`src/rtl/rid_pkg.sv`:
```
package rid_pkg;

    localparam int unsigned TS_W = 32;

    typedef logic [TS_W-1:0] stamp_t;

    typedef enum logic [1:0] {
        SRC_IDLE   = 2'd0,
        SRC_BYPASS = 2'd1,
        SRC_HELD   = 2'd2
    } out_src_e;

    // Wrap-safe maturity test: the signed distance now - due is non-negative.
    function automatic logic stamp_reached(input stamp_t now, input stamp_t due);
        stamp_t diff;
        diff = now - due;
        return ~diff[TS_W-1];
    endfunction

endpackage

```
`src/rtl/rid_cycle_counter.sv`:
```
module rid_cycle_counter
    import rid_pkg::*;
#(
    parameter stamp_t START = '0
) (
    input  logic   clk,
    input  logic   rst,
    output stamp_t now
);
    always_ff @(posedge clk) begin
        if (rst) now <= START;
        else     now <= now + stamp_t'(1);
    end
endmodule

```
`src/rtl/rid_hold_fifo.sv`:
```
module rid_hold_fifo
    import rid_pkg::*;
#(
    parameter int unsigned W     = 8,
    parameter int unsigned DEPTH = 4
) (
    input  logic         clk,
    input  logic         rst,
    input  logic         push,
    input  logic [W-1:0] push_data,
    input  stamp_t       push_due,
    input  logic         pop,
    output logic [W-1:0] head_data,
    output stamp_t       head_due,
    output logic         empty,
    output logic         full
);
    localparam int unsigned AW = (DEPTH > 1) ? $clog2(DEPTH) : 1;
    localparam int unsigned CW = $clog2(DEPTH + 1);

    typedef struct packed {
        logic [W-1:0] data;
        stamp_t       due;
    } slot_t;

    slot_t           mem [DEPTH];
    logic [AW-1:0]   wr_ptr;
    logic [AW-1:0]   rd_ptr;
    logic [CW-1:0]   count;

    function automatic logic [AW-1:0] ptr_next(input logic [AW-1:0] p);
        if (p == AW'(DEPTH - 1)) return '0;
        return p + AW'(1);
    endfunction

    assign empty     = (count == '0);
    assign full      = (count == CW'(DEPTH));
    assign head_data = mem[rd_ptr].data;
    assign head_due  = mem[rd_ptr].due;

    always_ff @(posedge clk) begin
        if (rst) begin
            wr_ptr <= '0;
            rd_ptr <= '0;
            count  <= '0;
        end else begin
            if (push) wr_ptr <= ptr_next(wr_ptr);
            if (pop)  rd_ptr <= ptr_next(rd_ptr);
            case ({push, pop})
                2'b10:   count <= count + CW'(1);
                2'b01:   count <= count - CW'(1);
                default: count <= count;
            endcase
        end
    end

    always_ff @(posedge clk) begin
        if (push) mem[wr_ptr] <= '{data: push_data, due: push_due};
    end
endmodule

```
`src/rtl/rid_route.sv`:
```
module rid_route
    import rid_pkg::*;
#(
    parameter int unsigned W = 8
) (
    input  logic         in_valid,
    input  logic         in_tex,
    input  logic [W-1:0] in_data,
    input  logic         dst_full,
    input  stamp_t       now,
    input  logic         q_empty,
    input  logic         q_full,
    input  logic [W-1:0] q_head_data,
    input  stamp_t       q_head_due,
    output logic         q_push,
    output logic         q_pop,
    output logic         in_accept,
    output logic         dst_push,
    output logic         dst_tex,
    output logic [W-1:0] dst_data
);
    out_src_e src;
    logic     bypass;
    logic     matured;

    assign bypass  = in_valid & in_tex & ~dst_full;
    assign matured = ~q_empty & stamp_reached(now, q_head_due);

    always_comb begin
        if (bypass)                     src = SRC_BYPASS;
        else if (matured && !dst_full)  src = SRC_HELD;
        else                            src = SRC_IDLE;
    end

    assign q_push    = in_valid & ~in_tex & ~q_full;
    assign q_pop     = (src == SRC_HELD);
    assign in_accept = bypass | q_push;
    assign dst_push  = (src != SRC_IDLE);
    assign dst_tex   = (src == SRC_BYPASS);
    assign dst_data  = (src == SRC_BYPASS) ? in_data : q_head_data;
endmodule

```
`src/rtl/req_ingress_delay.sv`:
```
module req_ingress_delay
    import rid_pkg::*;
#(
    parameter int unsigned W       = 8,
    parameter int unsigned DEPTH   = 4,
    parameter int unsigned LATENCY = 4,
    parameter stamp_t      START   = '0
) (
    input  logic         clk,
    input  logic         rst,
    input  logic         in_valid,
    input  logic         in_tex,
    input  logic [W-1:0] in_data,
    input  logic         dst_full,
    output logic         in_accept,
    output logic         up_full,
    output logic         dly_full,
    output logic         dst_push,
    output logic         dst_tex,
    output logic [W-1:0] dst_data
);
    localparam stamp_t LAT_STAMP = stamp_t'(LATENCY);

    stamp_t       now;
    stamp_t       due_in;
    stamp_t       head_due;
    logic [W-1:0] head_data;
    logic         q_empty;
    logic         q_full;
    logic         q_push;
    logic         q_pop;

    assign due_in   = now + LAT_STAMP;
    assign up_full  = dst_full;
    assign dly_full = q_full;

    rid_cycle_counter #(.START(START)) u_cnt (
        .clk (clk),
        .rst (rst),
        .now (now)
    );

    rid_hold_fifo #(.W(W), .DEPTH(DEPTH)) u_fifo (
        .clk       (clk),
        .rst       (rst),
        .push      (q_push),
        .push_data (in_data),
        .push_due  (due_in),
        .pop       (q_pop),
        .head_data (head_data),
        .head_due  (head_due),
        .empty     (q_empty),
        .full      (q_full)
    );

    rid_route #(.W(W)) u_route (
        .in_valid    (in_valid),
        .in_tex      (in_tex),
        .in_data     (in_data),
        .dst_full    (dst_full),
        .now         (now),
        .q_empty     (q_empty),
        .q_full      (q_full),
        .q_head_data (head_data),
        .q_head_due  (head_due),
        .q_push      (q_push),
        .q_pop       (q_pop),
        .in_accept   (in_accept),
        .dst_push    (dst_push),
        .dst_tex     (dst_tex),
        .dst_data    (dst_data)
    );
endmodule

```
`config.mk`:
```
export PLATFORM = sky130hd
export DESIGN_NAME = req_ingress_delay
export DESIGN_NICKNAME = d
export VERILOG_FILES = /design/src/rtl/rid_pkg.sv /design/src/rtl/rid_cycle_counter.sv /design/src/rtl/rid_hold_fifo.sv /design/src/rtl/rid_route.sv /design/src/rtl/req_ingress_delay.sv
export SDC_FILE = /design/constraint.sdc
export NUM_CORES = 1
export LEC_CHECK = 0
export BUFFER_PORTS_ARGS = -buffer_cell sky130_fd_sc_hd__buf_2
export CAP_MARGIN = 20
export CORE_ASPECT_RATIO = 0.7
export CORE_MARGIN = 10
export CORE_UTILIZATION = 38
export DETAILED_ROUTE_END_ITERATION = 7
export PLACE_DENSITY = 0.6
export SYNTH_ARGS = -nofsm -noshare
export SYNTH_HDL_FRONTEND = slang
export SYNTH_SLANG_ARGS = --single-unit
```
`constraint.sdc`:
```
create_clock -name clk -period 3.8 [get_ports clk]
set_input_delay 0.95 -clock clk [delete_from_list [all_inputs] [get_ports clk]]
set_output_delay 0.95 -clock clk [all_outputs]
set_load 0.01 [all_outputs]
```
==> After elaboration in Yosys (flattened, before gate mapping) <==
Memories as Yosys holds them, arrays and structs flattened. A register that Yosys moved wholly into a read port is not among the register bits.
Index checks and enable logic that the tools add are counted.
{ "op_classes": {"addsub": 7, "eq_ne": 7, "mux": 18, "bitwise": 11, "n_reduce_logical": 5} }
{ "ops": {"columns": ["operator", "n"], "rows": [
  ["$add 32x1->32 const B", 1],
  ["$add 32x3->32 const B", 1],
  ["$sub 32x32->32", 1],
  ["$mux 2", 8],
  ["$eq 2x2->1 const B", 4],
  ["$mux 1", 8],
  ["$mux 8", 1],
  ["$pmux 3 s2", 1],
  ["$and 1x1->1", 5],
  ["$not 1->1", 5],
  ["$add 2x1->2 const B", 2],
  ["$eq 2x1->1 const B", 2],
  ["$reduce_bool 2->1", 2],
  ["$add 3x1->3 const B", 1],
  ["$eq 3x3->1 const B", 1],
  ["$logic_not 3->1", 1],
  ["$sub 3x1->3 const B", 1],
  ["$logic_and 1x1->1", 1],
  ["$logic_not 1->1", 1],
  ["$or 1x1->1", 1]
]} }
{ "totals": {"regBits": 39, "mem_bits_rw": 160, "inputBits": 13, "out_inout_bits": 13, "wordCells": 53, "mem_count": 1} }
{ "mem_list": {"columns": ["memory", "depth", "width", "rd", "rd_ports_with_merged_regs", "wr", "line", "text"], "rows": [
  ["u_fifo.mem", 4, 40, 1, 1, 1, "rid_hold_fifo.sv:26", "slot_t mem [DEPTH];"]
]} }

==> Longest topological paths before layout <==
Gate-level depths: netlist (run 1).
{ "logic_depth": {"ltp_word": 12, "mapped_depth": 17, "depth_no_buf": 14} }

==> Hierarchy <==
Synthesis (run 1) repeated with hierarchy kept, for this count alone.
{ "hier_totals": {"hier_cells": 651, "hier_area_um2": 9267.6} }
{ "by_module_without_submodules": {"columns": ["mod", "n_inst", "cells_each", "area_per_inst_um2"], "rows": [
  ["rid_hold_fifo", 1, 256, 6262.3],
  ["rid_cycle_counter", 1, 168, 1475.2],
  ["rid_route", 1, 145, 957.2],
  ["req_ingress_delay", 1, 82, 573.0]
]} }

==> Least setup slack after synthesis (run 1) <==
Ideal clock, no wire load.
{ "synth_path": {"path_kind": "register -> register", "start": "register with a tool-made name", "end": "register u_fifo.count[2]", "setup_ps": 70, "t_arrival_ps": 4111, "required_ps": 3730, "slack_ps": -382, "path_stages_with_launch": 17, "n_path_buf": 3, "path_cell_list": "dfxtp_1 > clkbuf_1 > buf_2 > buf_2 > mux4_2 > inv_1 > ha_1 > o21a_1 > o311ai_0 > a311oi_2 > a311oi_2 > mux2i_2 > ha_1 > fa_1 > xnor2_1 > or3_1 > a21oi_1"} }
{ "synth_rtl": {"columns": ["element", "line", "text"], "rows": [
  ["to (signal assigned)", "rid_hold_fifo.sv:50", "2'b10: count <= count + CW'(1);"],
  ["to (signal assigned)", "rid_hold_fifo.sv:51", "2'b01: count <= count - CW'(1);"],
  ["to (signal assigned)", "rid_hold_fifo.sv:52", "default: count <= count;"],
  ["to (decl)", "rid_hold_fifo.sv:29", "logic [CW-1:0] count;"]
]} }

==> flow_summary.ini, run 1 <==
[status]
outcome = finished, violations left
violations = negative setup slack

[worst_setup_path]
cp.arrival_ns = 3.42
cp-end-kind = output pin
crit_path_start_kind = flip-flop
endpoint = dst_push
path_max_fanout = 6
ff2ff_path_depth = 19
rrSetupSlack_ns = -0.16
worstSetupPathType = flip-flop to output pin
rr_endpoint = u_fifo.count[2]
cp.required_ns = 2.85

[logic_synthesis]
synthesis.nets = 678
synthFlopType = edfxtp_1
synthArstFlopShare_pct = 0
yosysUniqueCellTypes = 50
synth_area_leaders = edfxtp_1, mux4_2, dfxtp_1, ha_1, xor2_1
syn_area_um2 = 8980
synth_area_leader_cell = edfxtp_1
synthTopCellsByCount = edfxtp_1, nor2_1, nand2_1, dfxtp_1, mux4_2
synth-seq-cells = 201
synth-edff-count = 160
syn_inst = 626
synth_top_area_share_pct = 53.5
seq_area_frac_synth_pct = 62.6
yosys.cell_count.top_type = edfxtp_1
avgSynthCellArea_um2 = 14.3
ys_warn_count = 0

[cts]
cts_buffer_depth = 3
cts.sinks = 201
htreeDepth = 1
numCtsBuffers = 20
clk_pin_slew_ns = 0.06
clock_latency_ns = 0.49
cts_tree = built
clock-root-buffer = clkbuf_16

[timing]
setup_tns_ns = -0.724
min_period_ns = 4.37
slew_headroom_pct = 42.0
period_share_pct = 115
rsz0062_at_grt = yes
layout_setup_ws_ns = -0.567
finalSetupViolCount = 2
max_freq_ghz = 0.229
hold_viol = 0
skew_ns = 0.0112
tightest_slew_ns = 0.870
slew_violations = 0
hold_ws_ns = 0.514

[grt]
grt_pass1_wl_um = 29700
grt.total_usage_pct = 12.3
grt_pass1_vias = 5350
grt_max_degree = 42
antenna_found_initial = 0
overflow = 0

[layout]
fin_nets = 748
drive_gt1_share_pct = 24.1
final_core_util_pct = 46.2
synthToLayoutAreaGrowth_pct = 18.0
antenna_cells = 0
fin_area_um2 = 10600
fill_cells = 1991

[placed_design]
placed_area_um2 = 9710
place_ws_ns = -0.257
place_hpwl_um = 12200
place_congestion = 0.804
io_buffers = 25

[power_and_ir_drop]
powerDensity_nw_per_um2 = 430
p_int_mw = 3.60
pwr-share-comb_pct = 5.7
swShare_pct = 21.0
seq_power_share_pct = 52.9
pwr-share-clk_pct = 41.4
leakagePower_nw = 3.85
max-vdd-ir-drop_mv = 0.353
p_switching_uw = 959

[floorplanning]
pin_count = 26
core_um2 = 23000
rows = 46
die_area_um2 = 30300
die_x_um = 204
dieHeight_um = 149
initial_core_util_pct = 39.1

[routing]
drcViolationCount = 0
viasPerCell = 5.01
firstDrtPassIters = 4
drtIter0Drc = 225
via_count = 5121
wl_um = 18300
wl_per_cell_um = 17.9
postRouteAntennaNets = 0

[min_path]
hold_class = flip-flop to flip-flop

[flow_run]
drv_cap = 0
power groups by stage:
stage	combinational [mW]	clock (mW)	sequential, mW
after global placement	0.230	0	2.46
after CTS	0.256	1.93	2.41
after floorplan	0.154	0	2.46
final	0.261	1.89	2.41
after detailed placement	0.234	0	2.46
after global routing	0.291	2.03	2.42
worst min-delay path by stage:
stage                          start         endpoint  slack (ns)  cells past startpoint
floorplan            u_fifo.count[2]  u_fifo.count[2]        0.47                      2
global placement    u_fifo.rd_ptr[1]        flip-flop        0.48                      2
detailed placement   u_fifo.count[2]  u_fifo.count[2]        0.51                      2
CTS                  u_fifo.count[2]  u_fifo.count[2]        0.52                      2
global route         u_fifo.count[2]  u_fifo.count[2]        0.55                      2
finish              u_fifo.rd_ptr[1]        flip-flop        0.51                      2
per-layer routing:
metal	wire [µm]	track usage, %	vias to the layer above
met3	808	2.56	18
met2	8090	18.8	70
met4	207	2.12	0
met5	0	0	-
li1	-	-	2440
met1	9180	17.6	2593
per-stage QoR:
| step | power [mW] | instances |
|---|---|---|
| 5_1_grt | 4.74 | 1022 |
| 3_3_place_gp | 2.69 | 973 |
| 6_report | 4.56 | 1022 |
| 4_1_cts | 4.60 | 1021 |
| 3_5_place_dp | 2.70 | 973 |
| 2_1_floorplan | 2.61 | 626 |
critical path: stages (launching register included):
cell,delay [ns]
dfxtp_4,0.38
buf_12,0.13
buf_12,0.13
buf_6,0.10
mux4_2,0.49
inv_2,0.08
ha_4,0.14
nand3_4,0.07
nor4_4,0.25
buf_4,0.15
nand4_1,0.14
a311oi_2,0.28
a311oi_2,0.10
xnor2_1,0.18
o21ai_1,0.16
buf_2,0.15
sequential cells by signal, summed over array words and instances (netlist names), named ones only:
signal	count
u_cnt.now	32
u_fifo.count	3
u_fifo.mem	160
u_fifo.wr_ptr	2
u_fifo.rd_ptr	2
repair_timing:
item / in CTS / in global routing
setup endpoints to repair: 3 / 5
gates cloned: 0 / 0
resized for setup: 13 / 15
hold buffers: 0 / 0
buffers inserted: 13 / 1
pin swaps: 10 / 9
cell usage in the layout (no fill, tap or decap), drive strengths merged, types with 2 or more instances in the layout:
cell | synthesis | final
a21o | 4 | 4
inv | 35 | 35
clkinv | 1 | 9
nand3 | 21 | 21
nand2b | 3 | 3
a21oi | 17 | 17
nand2 | 52 | 52
mux4 | 39 | 39
dfxtp | 41 | 41
edfxtp | 160 | 160
nor3b | 3 | 3
or3 | 7 | 7
a22oi | 2 | 2
xnor2 | 25 | 25
nor2b | 3 | 3
and2 | 9 | 9
o211ai | 2 | 2
nor2 | 54 | 54
or2 | 3 | 3
nor4 | 2 | 2
nor3 | 12 | 12
ha | 38 | 38
nand4 | 9 | 9
mux2i | 6 | 6
a311oi | 2 | 2
o21ai | 10 | 10
xor2 | 32 | 32
clkbuf | 10 | 26
buf | 14 | 72
cell families after synthesis:
logic type	Yosys count	synth area share, %
flops	201	62.6
simple gates	182	9.95
buf+inv	60	2.79
xor+xnor	57	5.56
mux	46	10.7
compound gates	41	2.90
fa+ha+maj	39	5.52
layout make-up:
type	instances	area, µm²	area share, %
sequential	201	5630	53.1
multi-input combinational	365	3220	30.4
timing repair buffer	72	602	5.68
clock buffer	26	544	5.13
tap	312	390	3.68
inverter	36	135	1.27
clock inverter	10	76.3	0.720
Power figures use the tool's default switching activity.
==> inputs of run 2 (changes only) <==
ABC_AREA = 1   (was not set)
==> run 2 against run 1 <==
  * The flow still finishes with violations (negative setup slack)
  * Non-clock buffer count is 7 lower
  * Sequential power is 2% higher
  * Via count is 27% higher
  * Wire length is 23% higher
  * Utilization is 1.2 points higher
  * Hold slack worse by 0.057 ns
  * Global-route usage is 0.52 points higher
  * Die area is 3.4% higher
  * Critical path depth is 1 higher
  * Combinational power grew to 2.9 times the previous value
  * Power is 11% higher
  * Clock power hardly changed
==> flow_summary.ini, run 2 <==
[timing]
tightest_slew_ns = 0.694
min_period_ns = 4.00
rsz0062_at_grt = yes
period_share_pct = 105
max_freq_ghz = 0.250
hold_ws_ns = 0.457
hold_viol = 0
layout_setup_ws_ns = -0.201
setup_tns_ns = -0.201
skew_ns = 0.0105
slew_headroom_pct = 53.7
finalSetupViolCount = 1
slew_violations = 0

[worst_setup_path]
rrSetupSlack_ns = 0.29
ff2ff_path_depth = 19
path_max_fanout = 15
crit_path_start_kind = flip-flop
cp.arrival_ns = 3.05
endpoint = dst_push
cp.required_ns = 2.85
rr_endpoint = u_fifo.count[2]
worstSetupPathType = flip-flop to output pin
cp-end-kind = output pin

[cts]
cts_buffer_depth = 3
clock-root-buffer = clkbuf_16
clk_pin_slew_ns = 0.06
cts_hold_buf = 0
cts.sinks = 201
htreeDepth = 1
numCtsBuffers = 20
clock_latency_ns = 0.50
cts_tree = built

[logic_synthesis]
synth_area_leader_cell = edfxtp_1
synth-seq-cells = 201
synth_area_leaders = edfxtp_1, dfxtp_1, nand2_1, ha_1, nor2_1
synthFlopType = edfxtp_1
synth_top_area_share_pct = 51.5
ys_warn_count = 0
synthTopCellsByCount = nand2_1, edfxtp_1, nor2_1, a21oi_1, inv_1
seq_area_frac_synth_pct = 60.3
yosysUniqueCellTypes = 45
syn_inst = 873
avgSynthCellArea_um2 = 10.7
syn_area_um2 = 9330
synth-edff-count = 160
synthesis.nets = 925
synthArstFlopShare_pct = 0
yosys.cell_count.top_type = nand2_1

[floorplanning]
core_um2 = 23900
rows = 47
initial_core_util_pct = 39.1
die_area_um2 = 31300
die_x_um = 207
dieHeight_um = 151
pin_count = 26

[power_and_ir_drop]
seq_power_share_pct = 48.3
max-vdd-ir-drop_mv = 0.287
swShare_pct = 24.8
pwr-share-clk_pct = 36.8
pwr-share-comb_pct = 14.9
leakagePower_nw = 4.24
p_int_mw = 3.81
p_switching_mw = 1.26
finalPower_mw = 5.07
powerDensity_nw_per_um2 = 448

[placed_design]
io_buffers = 25
place_hpwl_um = 13300
place_congestion = 0.834
placed_cells = 1196

[layout]
antenna_cells = 0
synthToLayoutAreaGrowth_pct = 21.3
drive_gt1_share_pct = 19.1
largest_register_ffs = 160
reg_top3 = u_fifo.mem (160), u_cnt.now (32), u_fifo.count (3)
fin_cells = 1255
top_register = u_fifo.mem
fin_nets = 975
final_common_cell = nand2_1
final_core_util_pct = 47.4
final_cell_mix = nand2_1, edfxtp_1, nor2_1, inv_1, a21oi_1

[routing]
wl_um = 22500
drtIter0Drc = 574
wl_per_cell_um = 17.9
viasPerCell = 5.18
postRouteAntennaNets = 0
drcViolationCount = 0
firstDrtPassIters = 5
via_count = 6506

[status]
violations = negative setup slack
outcome = finished, violations left

[grt]
grt_pass1_wl_um = 32500
grt_max_degree = 41
antenna_found_initial = 0
grt.total_usage_pct = 12.8
overflow = 0
grt_pass1_vias = 5901

[min_path]
holdCritStartpoint = u_fifo.count[2]
hold_class = flip-flop to flip-flop

[flow_run]
drv_cap = 0
[run 2: cell count changes after synthesis, moves of 12 or more]
cell and delta:
o21ai_0 +25, nand2_1 +119, mux4_2 -39, clkbuf_1 +18, a32o_1 +31, inv_1 +22
nor2_1 +53, xnor2_1 -24, a21oi_1 +48, nand3_1 -12
[run 2: routing by layer]
layer  GRT usage (%)  wire length [µm]  share of wire [%]
met1            19.2             11400                 51
met2            18.8              9240                 41
met3            2.20              1610                7.1
met4            2.58               250                1.1
met5               0                 0                  0
[run 2: worst max-delay path, stage by stage, from the launching register on]
cell and delay (ns):
dfxtp_4 0.36, buf_4 0.15, buf_12 0.12, clkbuf_16 0.17, a21oi_1 0.15, a32o_1 0.21, ha_4 0.22, a21oi_2 0.13
o21a_1 0.16, o21bai_1 0.07, a31oi_1 0.27, nand2_1 0.12, nand2_1 0.10, nand2_2 0.06, nand2_1 0.05, nand2_1 0.04
buf_2 0.16
[run 2: through the flow]
step / worst slack (ns) / area, µm²
after floorplan: 0.244 / 9330
after global placement: 0.253 / 9970
after detailed placement: 0.212 / 9970
after CTS: -0.149 / 10600
after global routing: -0.345 / 11300
final: -0.201 / 11300
[run 2: final cells by class]
| type | count | area, µm² |
|---|---|---|
| Inverter | 65 | 270 |
| Clock buffer | 28 | 572 |
| Timing Repair Buffer | 65 | 795 |
| Multi-Input combinational cell | 570 | 3610 |
| Fill cell | 2145 | 12600 |
| Tap cell | 318 | 398 |
| Sequential cell | 201 | 5630 |
| Clock inverter | 8 | 46.3 |
[run 2: worst min-delay path by stage]
stage	end	slack (ns)	cells after the start
after floorplan	u_fifo.count[2]	0.42	1
after global placement	u_fifo.count[2]	0.45	1
after detailed placement	u_fifo.count[2]	0.45	1
after CTS	u_fifo.count[2]	0.46	1
after global routing	u_fifo.count[2]	0.49	1
final	u_fifo.count[2]	0.46	1
[run 2: power by group through the flow]
stage / combinational (mW) / sequential, mW / clock, mW
after global placement: 0.540 / 2.50 / 0
after CTS: 0.571 / 2.45 / 1.90
after global routing: 0.824 / 2.45 / 2.01
final: 0.755 / 2.45 / 1.86
after floorplan: 0.372 / 2.49 / 0
after detailed placement: 0.549 / 2.50 / 0
[run 2: logic make-up (layout without fill, tap and decap cells)]
| family | Yosys count | count (layout) | share of synthesized area [%] |
|---|---|---|---|
| AOI/OAI and AO/OA | 153 | 153 | 10.3 |
| adders and majority gates | 39 | 39 | 5.31 |
| xor gates and xnor gates | 34 | 34 | 3.19 |
| buffers and inverters | 102 | 166 | 4.33 |
| DFF | 201 | 201 | 60.3 |
| and+or+nand+nor | 344 | 344 | 16.6 |
[run 2: timing repair]
| item | CTS | global route |
|---|---|---|
| pin swaps | 1 | 15 |
| gates cloned | 1 | 10 |
| endpoints found under the setup margin | 1 | 2 |
| resized for setup | 8 | 62 |
| setup buffers | 1 | 11 |
